File: src/rtl/asys_pkg.sv
// Shared constants for the asystole alarm timer.
// Assumes a decade counter; thresholds are ordered UPD_OFF < ZERO < HOLD.
package asys_pkg;
    localparam int unsigned CNT_W       = 4;
    localparam int unsigned UPD_OFF_CNT = 5;
    localparam int unsigned ZERO_CNT    = 8;
    localparam int unsigned HOLD_CNT    = 9;

    typedef enum logic [1:0] {
        REC_OFF   = 2'b00,
        REC_AUTO  = 2'b01,
        REC_DIAG  = 2'b10,
        REC_DELAY = 2'b11
    } rec_mode_e;
endpackage

File: src/rtl/asys_beat_edge.sv
// Synchronises the asynchronous beat input and emits a one-cycle pulse on
// its rising edge. Assumes beat pulses last longer than one clock period.
module asys_beat_edge #(
    parameter int unsigned STAGES = 2
) (
    input  logic clk,
    input  logic rst_n,
    input  logic beat_async,
    output logic beat_rise
);
    localparam int unsigned LAST = STAGES;

    logic [LAST:0] chain;

    // First stage samples the asynchronous input.
    always_ff @(posedge clk) begin
        if (!rst_n) chain[0] <= 1'b0;
        else        chain[0] <= beat_async;
    end

    // Remaining stages finish synchronising and keep the prior value for edge detection.
    for (genvar g = 1; g <= LAST; g++) begin : g_stage
        always_ff @(posedge clk) begin
            if (!rst_n) chain[g] <= 1'b0;
            else        chain[g] <= chain[g-1];
        end
    end

    // Rising edge of the synchronised beat.
    always_comb beat_rise = chain[LAST-1] & ~chain[LAST];
endmodule

File: src/rtl/asys_stage_counter.sv
// Decade silence counter: counts ticks, clears on a beat, and holds at the
// terminal value. A clear wins over a tick on the same edge.
module asys_stage_counter #(
    parameter int unsigned CNT_W    = 4,
    parameter int unsigned HOLD_CNT = 9
) (
    input  logic             clk,
    input  logic             rst_n,
    input  logic             tick,
    input  logic             clear,
    output logic [CNT_W-1:0] cnt
);
    localparam logic [CNT_W-1:0] TOP = CNT_W'(HOLD_CNT);

    logic at_top;
    always_comb at_top = (cnt == TOP);

    // Count update with clear priority and a stop at the terminal count.
    always_ff @(posedge clk) begin
        if (!rst_n)               cnt <= '0;
        else if (clear)           cnt <= '0;
        else if (tick && !at_top) cnt <= cnt + 1'b1;
    end

    assert_step_R2: assert property (@(posedge clk) disable iff (!rst_n)
        (tick && !clear && !at_top) |=> (cnt == $past(cnt) + 1'b1));
    assert_clear_wins_R4: assert property (@(posedge clk) disable iff (!rst_n)
        clear |=> (cnt == '0));
    assert_hold_top_R7: assert property (@(posedge clk) disable iff (!rst_n)
        (at_top && !clear) |=> (cnt == TOP));
    assert_in_range_R7: assert property (@(posedge clk) disable iff (!rst_n)
        cnt <= TOP);
endmodule

File: src/rtl/asys_stage_decode.sv
// Turns the silence count into staged actions. Each output is a pure
// function of the count (and the recorder mode for the start request).
module asys_stage_decode
    import asys_pkg::*;
#(
    parameter int unsigned CNT_W       = 4,
    parameter int unsigned UPD_OFF_CNT = 5,
    parameter int unsigned ZERO_CNT    = 8,
    parameter int unsigned HOLD_CNT    = 9
) (
    input  logic [CNT_W-1:0] cnt,
    input  logic [1:0]       mode,
    output logic             upd_en,
    output logic             zero_rate,
    output logic             freeze,
    output logic             alm_hi,
    output logic             alm_lo,
    output logic             beep,
    output logic             rec_go
);
    localparam logic [CNT_W-1:0] T_UPD  = CNT_W'(UPD_OFF_CNT);
    localparam logic [CNT_W-1:0] T_ZERO = CNT_W'(ZERO_CNT);
    localparam logic [CNT_W-1:0] T_HOLD = CNT_W'(HOLD_CNT);

    // Threshold decode for each stage of the alarm sequence.
    always_comb begin
        upd_en    = (cnt < T_UPD);
        zero_rate = (cnt >= T_ZERO);
        freeze    = (cnt == T_HOLD);
        alm_hi    = freeze;
        alm_lo    = freeze;
        beep      = freeze;
        rec_go    = freeze && (mode == REC_AUTO);
    end
endmodule

File: src/rtl/asystole_watch.sv
// Asystole alarm timer top: beat edge detection, staged silence counter and
// action decode. Assumes conv_tick is a one-cycle pulse synchronous to clk.
module asystole_watch
    import asys_pkg::*;
(
    input  logic             clk,
    input  logic             rst_n,
    input  logic             conv_tick,
    input  logic             beat_in,
    input  logic [1:0]       rec_mode,
    output logic [CNT_W-1:0] count,
    output logic             update_en,
    output logic             rate_zero,
    output logic             disp_freeze,
    output logic             alarm_hi,
    output logic             alarm_lo,
    output logic             beeper,
    output logic             rec_start
);
    logic beat_clr;

    asys_beat_edge #(.STAGES(2)) u_edge (
        .clk        (clk),
        .rst_n      (rst_n),
        .beat_async (beat_in),
        .beat_rise  (beat_clr)
    );

    asys_stage_counter #(.CNT_W(CNT_W), .HOLD_CNT(HOLD_CNT)) u_cnt (
        .clk   (clk),
        .rst_n (rst_n),
        .tick  (conv_tick),
        .clear (beat_clr),
        .cnt   (count)
    );

    asys_stage_decode #(
        .CNT_W(CNT_W), .UPD_OFF_CNT(UPD_OFF_CNT),
        .ZERO_CNT(ZERO_CNT), .HOLD_CNT(HOLD_CNT)
    ) u_dec (
        .cnt       (count),
        .mode      (rec_mode),
        .upd_en    (update_en),
        .zero_rate (rate_zero),
        .freeze    (disp_freeze),
        .alm_hi    (alarm_hi),
        .alm_lo    (alarm_lo),
        .beep      (beeper),
        .rec_go    (rec_start)
    );

    assert_alarm_rise_R8: assert property (@(posedge clk) disable iff (!rst_n)
        $rose(alarm_hi) |-> ($past(count) == CNT_W'(HOLD_CNT - 1)));
    assert_alarm_fall_R8: assert property (@(posedge clk) disable iff (!rst_n)
        $fell(disp_freeze) |-> $past(beat_clr));
    assert_update_off_R5: assert property (@(posedge clk) disable iff (!rst_n)
        rate_zero |-> !update_en);
    assert_rec_only_alarm_R9: assert property (@(posedge clk) disable iff (!rst_n)
        rec_start |-> (beeper && rec_mode == REC_AUTO));
endmodule

File: config.mk
export PLATFORM = sky130hd
export DESIGN_NAME = asystole_watch
export DESIGN_NICKNAME = d
export VERILOG_FILES = /design/src/rtl/asys_pkg.sv /design/src/rtl/asys_beat_edge.sv /design/src/rtl/asys_stage_counter.sv /design/src/rtl/asys_stage_decode.sv /design/src/rtl/asystole_watch.sv
export SDC_FILE = /design/constraint.sdc
export NUM_CORES = 1
export LEC_CHECK = 0
export BUFFER_PORTS_ARGS = -buffer_cell sky130_fd_sc_hd__buf_4
export CORE_AREA = 2 2 39 41
export DETAILED_ROUTE_END_ITERATION = 7
export DIE_AREA = 0 0 41 43
export PLACE_DENSITY_LB_ADDON = 0.15
export SYNTH_ARGS = -nofsm -noshare
export SYNTH_HDL_FRONTEND = slang
export SYNTH_HIERARCHICAL = 1
export SYNTH_SLANG_ARGS = --single-unit
File: constraint.sdc
create_clock -name clk -period 1.7 [get_ports clk]
set_input_delay 0.17 -clock clk [delete_from_list [all_inputs] [get_ports clk]]
set_output_delay 0.17 -clock clk [all_outputs]
set_load 0.01 [all_outputs]
---- After elaboration in Yosys (flattened, before gate mapping) ----
Index checks and enable logic that the tools add are counted.
W data, S select, Z words.
storage, ports and cells
  bits in registers ....................... 7
  output and inout bits ................... 11
  logic and storage cells ................. 16
  bits of input ports ..................... 6
cells by class
  reductions and logical operators ........ 4
  equality and inequality tests ........... 2
  $lt $le $gt $ge ......................... 2
  add/subtract/negate cells ............... 1
  bitwise operators ....................... 3
operators with widths
  cell                   count
  $add A4 B1 Y4 const B  1
  $eq A4 B4 Y1 const B   1
  $ge A4 B4 Y1 const B   1
  $lt A4 B3 Y1 const B   1
  $eq A2 B1 Y1 const B   1
  $logic_and A1 B1 Y1    2
  $not A1 Y1             2
  $reduce_or A2 Y1       1
  $and A1 B1 Y1          1
  $logic_not A1 Y1       1

---- Logic depth before layout (Yosys ltp) ----
Gate-level depths: netlist of the first run.
  depth after elaboration ................. 3
  mapped depth ............................ 5

---- By module ----
The synthesis of the first run kept the hierarchy.
by module, submodules not included
  module              cells each  area an instance (µm²)  times used
  asys_stage_counter  24          207.7                   1
  asys_beat_edge      7           92.6                    1
  asys_stage_decode   8           58.8                    1

---- Worst setup path after synthesis of the first run ----
OpenSTA, ideal clock, no wires.
  kind .................................... reg2out
  start point ............................. register u_cnt.cnt[0]
  end point ............................... output port rec_start
  setup slack ............................. 0.499 ns
  required time ........................... 1.530 ns
  arrival ................................. 1.031 ns
  cell stages (with the launch flop) ...... 3
  cell sequence ........................... dfxtp_1 > and4bb_1 > and3b_1
on the way
  longest elaborated chain between the ends .. 2
ends and longest elaborated chain
  item                    line                      text
  start, declared         asys_stage_counter.sv:11  output logic [CNT_W-1:0] cnt
  start signal, assigned  asys_stage_counter.sv:22  else if (tick && !at_top) cnt <= cnt + 1'b1;
  $eq A4 B4 Y1            asys_stage_decode.sv:29   freeze = (cnt == T_HOLD);
  net alarm_hi            asystole_watch.sv:15      output logic alarm_hi,
  $logic_and A1 B1 Y1     asys_stage_decode.sv:33   rec_go = freeze && (mode == REC_AUTO);
  end, declared           asystole_watch.sv:18      output logic rec_start
The timed path passes the listed nets, and every way through them passes these cells.

---- Worst setup path in the final report of the first run ----
  start point ............................. register u_cnt.cnt[0]
  end point ............................... output port rec_start
on the way
  longest elaborated chain between the ends .. 2
ends and longest elaborated chain
  item                 line
  $eq A4 B4 Y1         asys_stage_decode.sv:29
  $logic_and A1 B1 Y1  asys_stage_decode.sv:33
No other way between the ends.

==> impl_metrics.env, run 1 <==
export IMPL_status="finished clean"
export IMPL_postSynthAreaPerCell_um2=9.21
export IMPL_ys_top_cells_by_area="dfxtp_1, ha_1, buf_4, and2_1, a211o_1"
export IMPL_gp_congestion=0.624
export IMPL_syn_to_final_growth_pct=39.4
export IMPL_post_cts_buffers=0
export IMPL_crit_path_top_delay_cell="dfxtp_1"
export IMPL_worstSetupPathType="reg -> out"
export IMPL_ctsResizeCount=0
export IMPL_firstDrtPassIters=4
export IMPL_crit_path_start_kind="flop"
export IMPL_power_mw=0.371
export IMPL_peakVddDrop_mv=0.398
export IMPL_synth_seq_area_share_pct=39.0
export IMPL_clk_pin_slew_worst_paths_ns=0.06
export IMPL_grt_pass1_wl_mm=1.04
export IMPL_coreArea_um2=1380
export IMPL_worstPathCellList="and4bb_1, and3b_1, buf_4"
export IMPL_max_cap_violations=0
export IMPL_dieArea_um2=1760
export IMPL_hold_buffers=0
export IMPL_fin_crit_ns=1.47
export IMPL_clock_sinks=7
export IMPL_fp_dieW_um=41
export IMPL_grt_use_total_pct=9.26
export IMPL_cp_arrival_ns=1.30
export IMPL_power_density_nw_per_um2=742
export IMPL_cts_buffers=3
export IMPL_yosys_warnings=6
export IMPL_drt_iter0_drc=4
export IMPL_final_cell_mix="buf_4, dfxtp_1, clkbuf_4, nand2_1, and2_1"
export IMPL_drt_wl_total_um=679
export IMPL_h_tree_depth=1
export IMPL_grt_pass1_vias=277
export IMPL_hp_class="in -> reg"
export IMPL_synthCells=39
export IMPL_clock_skew_ns=0.00230
export IMPL_cts_tree="yes"
export IMPL_io_buffer_count=16
export IMPL_fmax_mhz=679
export IMPL_grt_max_degree=9
export IMPL_cp_num_buf_inv=1
export IMPL_layout_drive_gt1_share_pct=38.2
export IMPL_critical_path_top_delay_family="simple AND/OR/NAND/NOR gates"
export IMPL_ys_types=22
export IMPL_syn_area_um2=359
export IMPL_slowest_delay_ns=0.46
export IMPL_final_common_cell="buf_4"
export IMPL_required_ns=1.53
export IMPL_post_route_period_util_pct=86.6
export IMPL_yosys_register_bits=7
export IMPL_clockBufferDepth=2
export IMPL_wl_per_cell_um=9.56
export IMPL_viasPerCell=4.46
export IMPL_start_util_pct=25.9
export IMPL_fillers=157
export IMPL_cp_end_kind="output pin"
export IMPL_n_antenna_cell=0
export IMPL_fp_dieH_um=43
export IMPL_leakagePower_nw=0.240
export IMPL_drcViolationCount=0
export IMPL_dpl_hpwl_um=506
export IMPL_cp_max_fo=8
export IMPL_ios=17
export IMPL_antenna_found_initial=0
export IMPL_syn_num_nets=47
export IMPL_relSlewSlack_pct=83.1
export IMPL_fin_setup_tns_ns=0
export IMPL_num_vias=317
export IMPL_clk_latency_ns=0.25
export IMPL_overflow=0
export IMPL_synth_top_area_share_pct=39.0
export IMPL_root_buffer="clkbuf_4"
export IMPL_finalMaxSlewViolations=0
export IMPL_hold_violations=0
export IMPL_setup_viol=0
export IMPL_synth_top_cell_by_area="dfxtp_1"
export IMPL_fin_nets=64
export IMPL_core_rowCount=14
export IMPL_worst_pin_slew_ns=0.253
export IMPL_ant_nets=0
export IMPL_rsz0062_at_grt="false"
path summary, 6_finish.rpt:
| kind | endpoint | slack, ns | cells past startpoint | from |
|---|---|---|---|---|
| max | rec_start | 0.23 | 3 | u_cnt/cnt[0] |
| min | u_edge/chain[0] | 0.13 | 2 | beat_in |
| max reg2reg | u_cnt/cnt[0] | 0.47 | 4 | u_cnt/cnt[0] |
| min reg2reg | u_edge/chain[1] | 0.42 | 1 | u_edge/chain[0] |
per-stage QoR:
stage          std cells  hold slack [ns]  cell area (um^2)  utilization [%]  setup slack (ns)
2_1_floorplan         39            0.292               359                -             0.499
6_report              71            0.126               500             36.2             0.228
3_5_place_dp          67            0.383               473             34.2             0.478
3_3_place_gp          67            0.389               473             34.2             0.493
5_1_grt               71            0.111               500             36.2             0.124
4_1_cts               71            0.119               500             36.2             0.204
routing by layer:
| layer | up-vias | routed length [um] | GRT usage [%] | share of wire [%] |
|---|---|---|---|---|
| met5 | - | 0 | 0 | 0 |
| met4 | 0 | 10 | 10.0 | 1.5 |
| met3 | 2 | 73 | 3.66 | 11 |
| met2 | 13 | 303 | 13.1 | 45 |
| met1 | 138 | 291 | 9.06 | 43 |
| li1 | 164 | - | - | - |
synthesized netlist by cell type (all sizes together):
cell type  instances
clkbuf             1
and4bb             1
nand2b             1
nand4              1
dfxtp              7
nor3b              1
nand2              3
ha                 2
nor2b              1
nor3               1
xor2               1
a211o              2
and2               3
nor2               2
nand3b             1
and3b              1
and3               1
buf                3
inv                2
o21a               1
a21oi              2
nand3              1
state kept, by name (all words and copies together), names as in the netlist:
signal / cells
u_edge/chain: 3
u_cnt/cnt: 4
layout make-up:
type / count / area, um^2 / area share (%)
flip-flops and latches: 7 / 140 / 28.0
inverters: 2 / 7.51 / 1.50
clock buffers: 3 / 22.5 / 4.50
multi-input cells: 26 / 185 / 37.0
well taps: 16 / 20.0 / 4.00
clock inverters: 1 / 5.00 / 1.00
repair buffers: 16 / 120 / 24.0
kinds of logic (layout without fill, tap and decap cells):
kind of cell,after synthesis,count (layout),share of synthesized area (%)
xor gates and xnor gates,1,1,2.44
DFF,7,7,39.0
buffers and inverters,6,22,9.41
adders and majority gates,2,2,6.97
and+or+nand+nor,18,18,32.4
AOI/OAI and AO/OA,5,5,9.76
report_power, final:
group          leakage [nW]  switching (mW)  internal, mW
Clock                0.0177          0.0637        0.0860
Sequential           0.0574         0.00911         0.171
Combinational         0.165          0.0166        0.0245
worst reg2reg max path, cell delays in order (launching register included):
cell and delay (ns):
dfxtp_1 0.46, ha_1 0.21, nand3b_1 0.14, a211o_1 0.32, nand2_1 0.05
(Power assumes the default switching activity.)
==> inputs of run 2 (changes only) <==
--- a/config.mk
+++ b/config.mk
@@ -10,6 +10,7 @@
 export DETAILED_ROUTE_END_ITERATION = 7
 export DIE_AREA = 0 0 41 43
 export PLACE_DENSITY_LB_ADDON = 0.15
+export REMOVE_ABC_BUFFERS = 1
 export SYNTH_ARGS = -nofsm -noshare
 export SYNTH_HDL_FRONTEND = slang
 export SYNTH_HIERARCHICAL = 1
==> impl_metrics.env, run 2 (synthesis gave the netlist of run 1 again) <==
export IMPL_required_ns=1.53
export IMPL_wl_per_cell_um=9.96
export IMPL_core_rowCount=14
export IMPL_dpl_hpwl_um=503
export IMPL_antenna_found_initial=0
export IMPL_fin_crit_ns=1.48
export IMPL_clock_sinks=7
export IMPL_worst_pin_slew_ns=0.250
export IMPL_fillers=153
export IMPL_cp_max_fo=8
export IMPL_dp_cells=67
export IMPL_ctsResizeCount=0
export IMPL_stdcell_count=71
export IMPL_regArea_um2=140
export IMPL_largest_reg_flops=4
export IMPL_cp_end_kind="output pin"
export IMPL_fin_area_um2=499
export IMPL_setup_viol=0
export IMPL_cts_tree="yes"
export IMPL_placed_cell_area_um2=473
export IMPL_ant_nets=0
export IMPL_slowest_delay_ns=0.45
export IMPL_post_route_period_util_pct=86.9
export IMPL_grt_use_total_pct=9.14
export IMPL_fp_dieH_um=43
export IMPL_max_cap_violations=0
export IMPL_setup_ws_ns=0.223
export IMPL_cts_buffers=3
export IMPL_n_antenna_cell=0
export IMPL_clock_skew_ns=0.00115
export IMPL_final_cell_mix="buf_4, dfxtp_1, clkbuf_4, nand2_1, and2_1"
export IMPL_leakagePower_nw=0.237
export IMPL_power_density_nw_per_um2=750
export IMPL_grt_max_degree=9
export IMPL_grt_pass1_wl_mm=1.01
export IMPL_layout_drive_gt1_share_pct=36.4
export IMPL_rsz0062_at_grt="false"
export IMPL_num_vias=316
export IMPL_post_cts_buffers=0
export IMPL_dpl_worst_slack_ns=0.474
export IMPL_peakVddDrop_mv=0.340
export IMPL_hp_class="in -> reg"
export IMPL_grt_pass1_vias=255
export IMPL_syn_to_final_growth_pct=39.0
export IMPL_fmax_mhz=677
export IMPL_dieArea_um2=1760
export IMPL_io_buffer_count=16
export IMPL_final_common_cell="buf_4"
export IMPL_critical_path_top_delay_family="simple AND/OR/NAND/NOR gates"
export IMPL_drt_iter0_drc=5
export IMPL_clk_latency_ns=0.25
export IMPL_regMostFlops="u_cnt/cnt"
export IMPL_fin_nets=64
export IMPL_hold_violations=0
export IMPL_hold_buffers=0
export IMPL_crit_path_top_delay_cell="dfxtp_1"
export IMPL_relSlewSlack_pct=83.3
export IMPL_drcViolationCount=0
export IMPL_ios=17
export IMPL_gp_congestion=0.632
export IMPL_start_util_pct=25.9
export IMPL_fin_setup_tns_ns=0
export IMPL_fp_dieW_um=41
export IMPL_cp_arrival_ns=1.31
export IMPL_firstDrtPassIters=2
export IMPL_drt_wl_total_um=707
export IMPL_top_regs="u_cnt/cnt x4, u_edge/chain x3"
export IMPL_cp_num_buf_inv=1
export IMPL_root_buffer="clkbuf_4"
export IMPL_coreArea_um2=1380
export IMPL_viasPerCell=4.45
export IMPL_fin_util_pct=36.1
export IMPL_clk_pin_slew_worst_paths_ns=0.05
export IMPL_worstPathCellList="and4bb_1, and3b_1, buf_4"
export IMPL_status="finished clean"
export IMPL_multi_input_area_um2=185
export IMPL_overflow=0
export IMPL_finalMaxSlewViolations=0
export IMPL_clockBufferDepth=2
export IMPL_worstSetupPathType="reg -> out"
export IMPL_crit_path_start_kind="flop"
export IMPL_h_tree_depth=1
==> run 2: power breakdown <==
| group | internal, mW | switching [mW] |
|---|---|---|
| logic | 0.0245 | 0.0170 |
| clock network | 0.0897 | 0.0629 |
| registers | 0.172 | 0.00889 |
| total | 0.286 | 0.0888 |
==> run 2: metal layers <==
layer,part of all wire [%],GRT usage [%]
met4,0,10.0
met5,0,0
met3,14,3.14
met1,45,10.3
met2,41,11.9
==> run 2: metrics by stage <==
| step | power, mW | hold WS (ns) |
|---|---|---|
| 2_1_floorplan | 0.203 | 0.292 |
| 3_3_place_gp | 0.226 | 0.390 |
| 3_5_place_dp | 0.225 | 0.387 |
| 4_1_cts | 0.385 | 0.118 |
| 5_1_grt | 0.403 | 0.111 |
| 6_report | 0.374 | 0.134 |
==> run 2: worst reg2reg max path, cell delays in order, from the launching register on <==
cell	delay, ns
dfxtp_1	0.45
ha_1	0.21
nand3b_1	0.15
a211o_1	0.33
nand2_1	0.05
==> run 2: final cells by class <==
cell class,count,share of cell area (%)
Inverter,2,1.50
Multi-Input combinational cell,26,37.1
Tap cell,16,4.01
Clock buffer,4,5.26
Sequential cell,7,28.1
Timing Repair Buffer,16,24.1
==> run 2: path summary, 6_finish.rpt <==
path	startpoint	end	slack (ns)	cells after the start
worst max register to register	u_cnt/cnt[0]	u_cnt/cnt[0]	0.45	4
worst max-delay path	u_cnt/cnt[0]	rec_start	0.22	3
worst min-delay path	beat_in	u_edge/chain[0]	0.13	2
worst min register to register	u_edge/chain[0]	u_edge/chain[1]	0.43	1
==> inputs of run 3 (changes only) <==
--- a/config.mk
+++ b/config.mk
@@ -9,6 +9,7 @@
 export CORE_AREA = 2 2 39 41
 export DETAILED_ROUTE_END_ITERATION = 7
 export DIE_AREA = 0 0 41 43
+export MAX_ROUTING_LAYER = met4
 export PLACE_DENSITY_LB_ADDON = 0.15
 export REMOVE_ABC_BUFFERS = 1
 export SYNTH_ARGS = -nofsm -noshare
==> constraint.sdc (replaced) <==
create_clock -name clk -period 1.7 [get_ports clk]
set_input_delay 0.255 -clock clk [delete_from_list [all_inputs] [get_ports clk]]
set_output_delay 0.255 -clock clk [all_outputs]
set_load 0.01 [all_outputs]
==> impl_metrics.env, run 3 (synthesis gave the netlist of run 1 again) <==
export IMPL_coreArea_um2=1380
export IMPL_worst_pin_slew_ns=0.248
export IMPL_grt_use_met1_pct=10.7
export IMPL_fp_dieW_um=41
export IMPL_clk_latency_ns=0.24
export IMPL_dpl_hpwl_um=510
export IMPL_fin_setup_tns_ns=0
export IMPL_start_util_pct=25.9
export IMPL_top_usage_layer="met2"
export IMPL_max_cap_violations=0
export IMPL_rsz0062_at_grt="false"
export IMPL_cp_arrival_ns=1.29
export IMPL_leakagePower_nw=0.237
export IMPL_grt_pass1_vias=274
export IMPL_setup_viol=0
export IMPL_fp_dieH_um=43
export IMPL_regMostFlops="u_cnt/cnt"
export IMPL_root_buffer="clkbuf_4"
export IMPL_top_regs="u_cnt/cnt x4, u_edge/chain x3"
export IMPL_firstDrtPassIters=2
export IMPL_viasPerCell=4.34
export IMPL_post_cts_buffers=0
export IMPL_drcViolationCount=0
export IMPL_clockBufferDepth=2
export IMPL_cts_buffers=3
export IMPL_clk_pin_slew_worst_paths_ns=0.05
export IMPL_grt_max_degree=9
export IMPL_drt_iter0_drc=3
export IMPL_final_cell_mix="buf_4, dfxtp_1, clkbuf_4, nand2_1, and2_1"
export IMPL_crit_path_start_kind="flop"
export IMPL_io_buffer_count=16
export IMPL_num_vias=308
export IMPL_grt_use_met2_pct=12.2
export IMPL_cp_max_fo=8
export IMPL_hp_class="in -> reg"
export IMPL_h_tree_depth=1
export IMPL_grt_pass1_wl_mm=1.06
export IMPL_gp_congestion=0.660
export IMPL_relSlewSlack_pct=83.4
export IMPL_finalMaxSlewViolations=0
export IMPL_cp_end_kind="output pin"
export IMPL_worstSetupPathType="reg -> out"
export IMPL_fin_crit_ns=1.54
export IMPL_fmax_mhz=648
export IMPL_clock_sinks=7
export IMPL_syn_to_final_growth_pct=39.0
export IMPL_fin_util_pct=36.1
export IMPL_core_rowCount=14
export IMPL_ant_nets=0
export IMPL_hold_violations=0
export IMPL_status="finished clean"
export IMPL_dieArea_um2=1760
export IMPL_layout_drive_gt1_share_pct=36.4
export IMPL_clock_skew_ns=0.000453
export IMPL_drt_wl_total_um=671
export IMPL_largest_reg_flops=4
export IMPL_power_density_nw_per_um2=736
export IMPL_overflow=0
export IMPL_grtUsageMet3_pct=3.14
export IMPL_wl_per_cell_um=9.45
export IMPL_n_antenna_cell=0
export IMPL_cts_tree="yes"
export IMPL_peakVddDrop_mv=0.254
export IMPL_required_ns=1.44
export IMPL_ios=17
export IMPL_fin_nets=64
export IMPL_hold_buffers=0
export IMPL_ctsResizeCount=0
export IMPL_post_route_period_util_pct=90.8
export IMPL_grt_use_total_pct=9.60
export IMPL_antenna_found_initial=0
export IMPL_final_common_cell="buf_4"
run 3: cell counts in the layout (fill, tap and decap cells not counted):
Identical to the previous run, type by type.
run 3: path summary, 6_finish.rpt:
kind | from | endpoint | slack [ns] | cells past startpoint
max | u_cnt/cnt[0] | rec_start | 0.16 | 3
min | beat_in | u_edge/chain[0] | 0.22 | 2
max reg2reg | u_cnt/cnt[0] | u_cnt/cnt[0] | 0.46 | 4
min reg2reg | u_edge/chain[0] | u_edge/chain[1] | 0.44 | 1
run 3: per-stage QoR:
stage	instance area (um^2)	total power, mW	setup slack [ns]	hold slack [ns]	instances
2_1_floorplan	333	0.203	0.187	0.377	35
3_3_place_gp	473	0.226	0.415	0.431	67
3_5_place_dp	473	0.226	0.403	0.422	67
4_1_cts	499	0.380	0.124	0.211	71
5_1_grt	499	0.399	0.0182	0.206	71
6_report	499	0.367	0.157	0.219	71
run 3: final cells by class:
type	count	area [um^2]
fill	147	885
multi-input combinational	26	185
sequential	7	140
timing repair buffer	16	120
clock buffer	4	26.3
tap	16	20.0
inverter	2	7.51
run 3: critical path: stages (launching register included):
cell and delay, ns:
dfxtp_1 0.45, and4bb_1 0.31, and3b_1 0.17, buf_4 0.11
run 3: report_power, final:
part | switching (mW) | internal, mW
Clock | 0.0566 | 0.0893
Sequential | 0.00895 | 0.172
Combinational | 0.0164 | 0.0244
Total | 0.0819 | 0.285
run 3: routing by layer:
metal,wire (um),up-vias
met5,0,-
met4,0,0
met3,91,0
met2,274,17
met1,305,130
li1,-,161
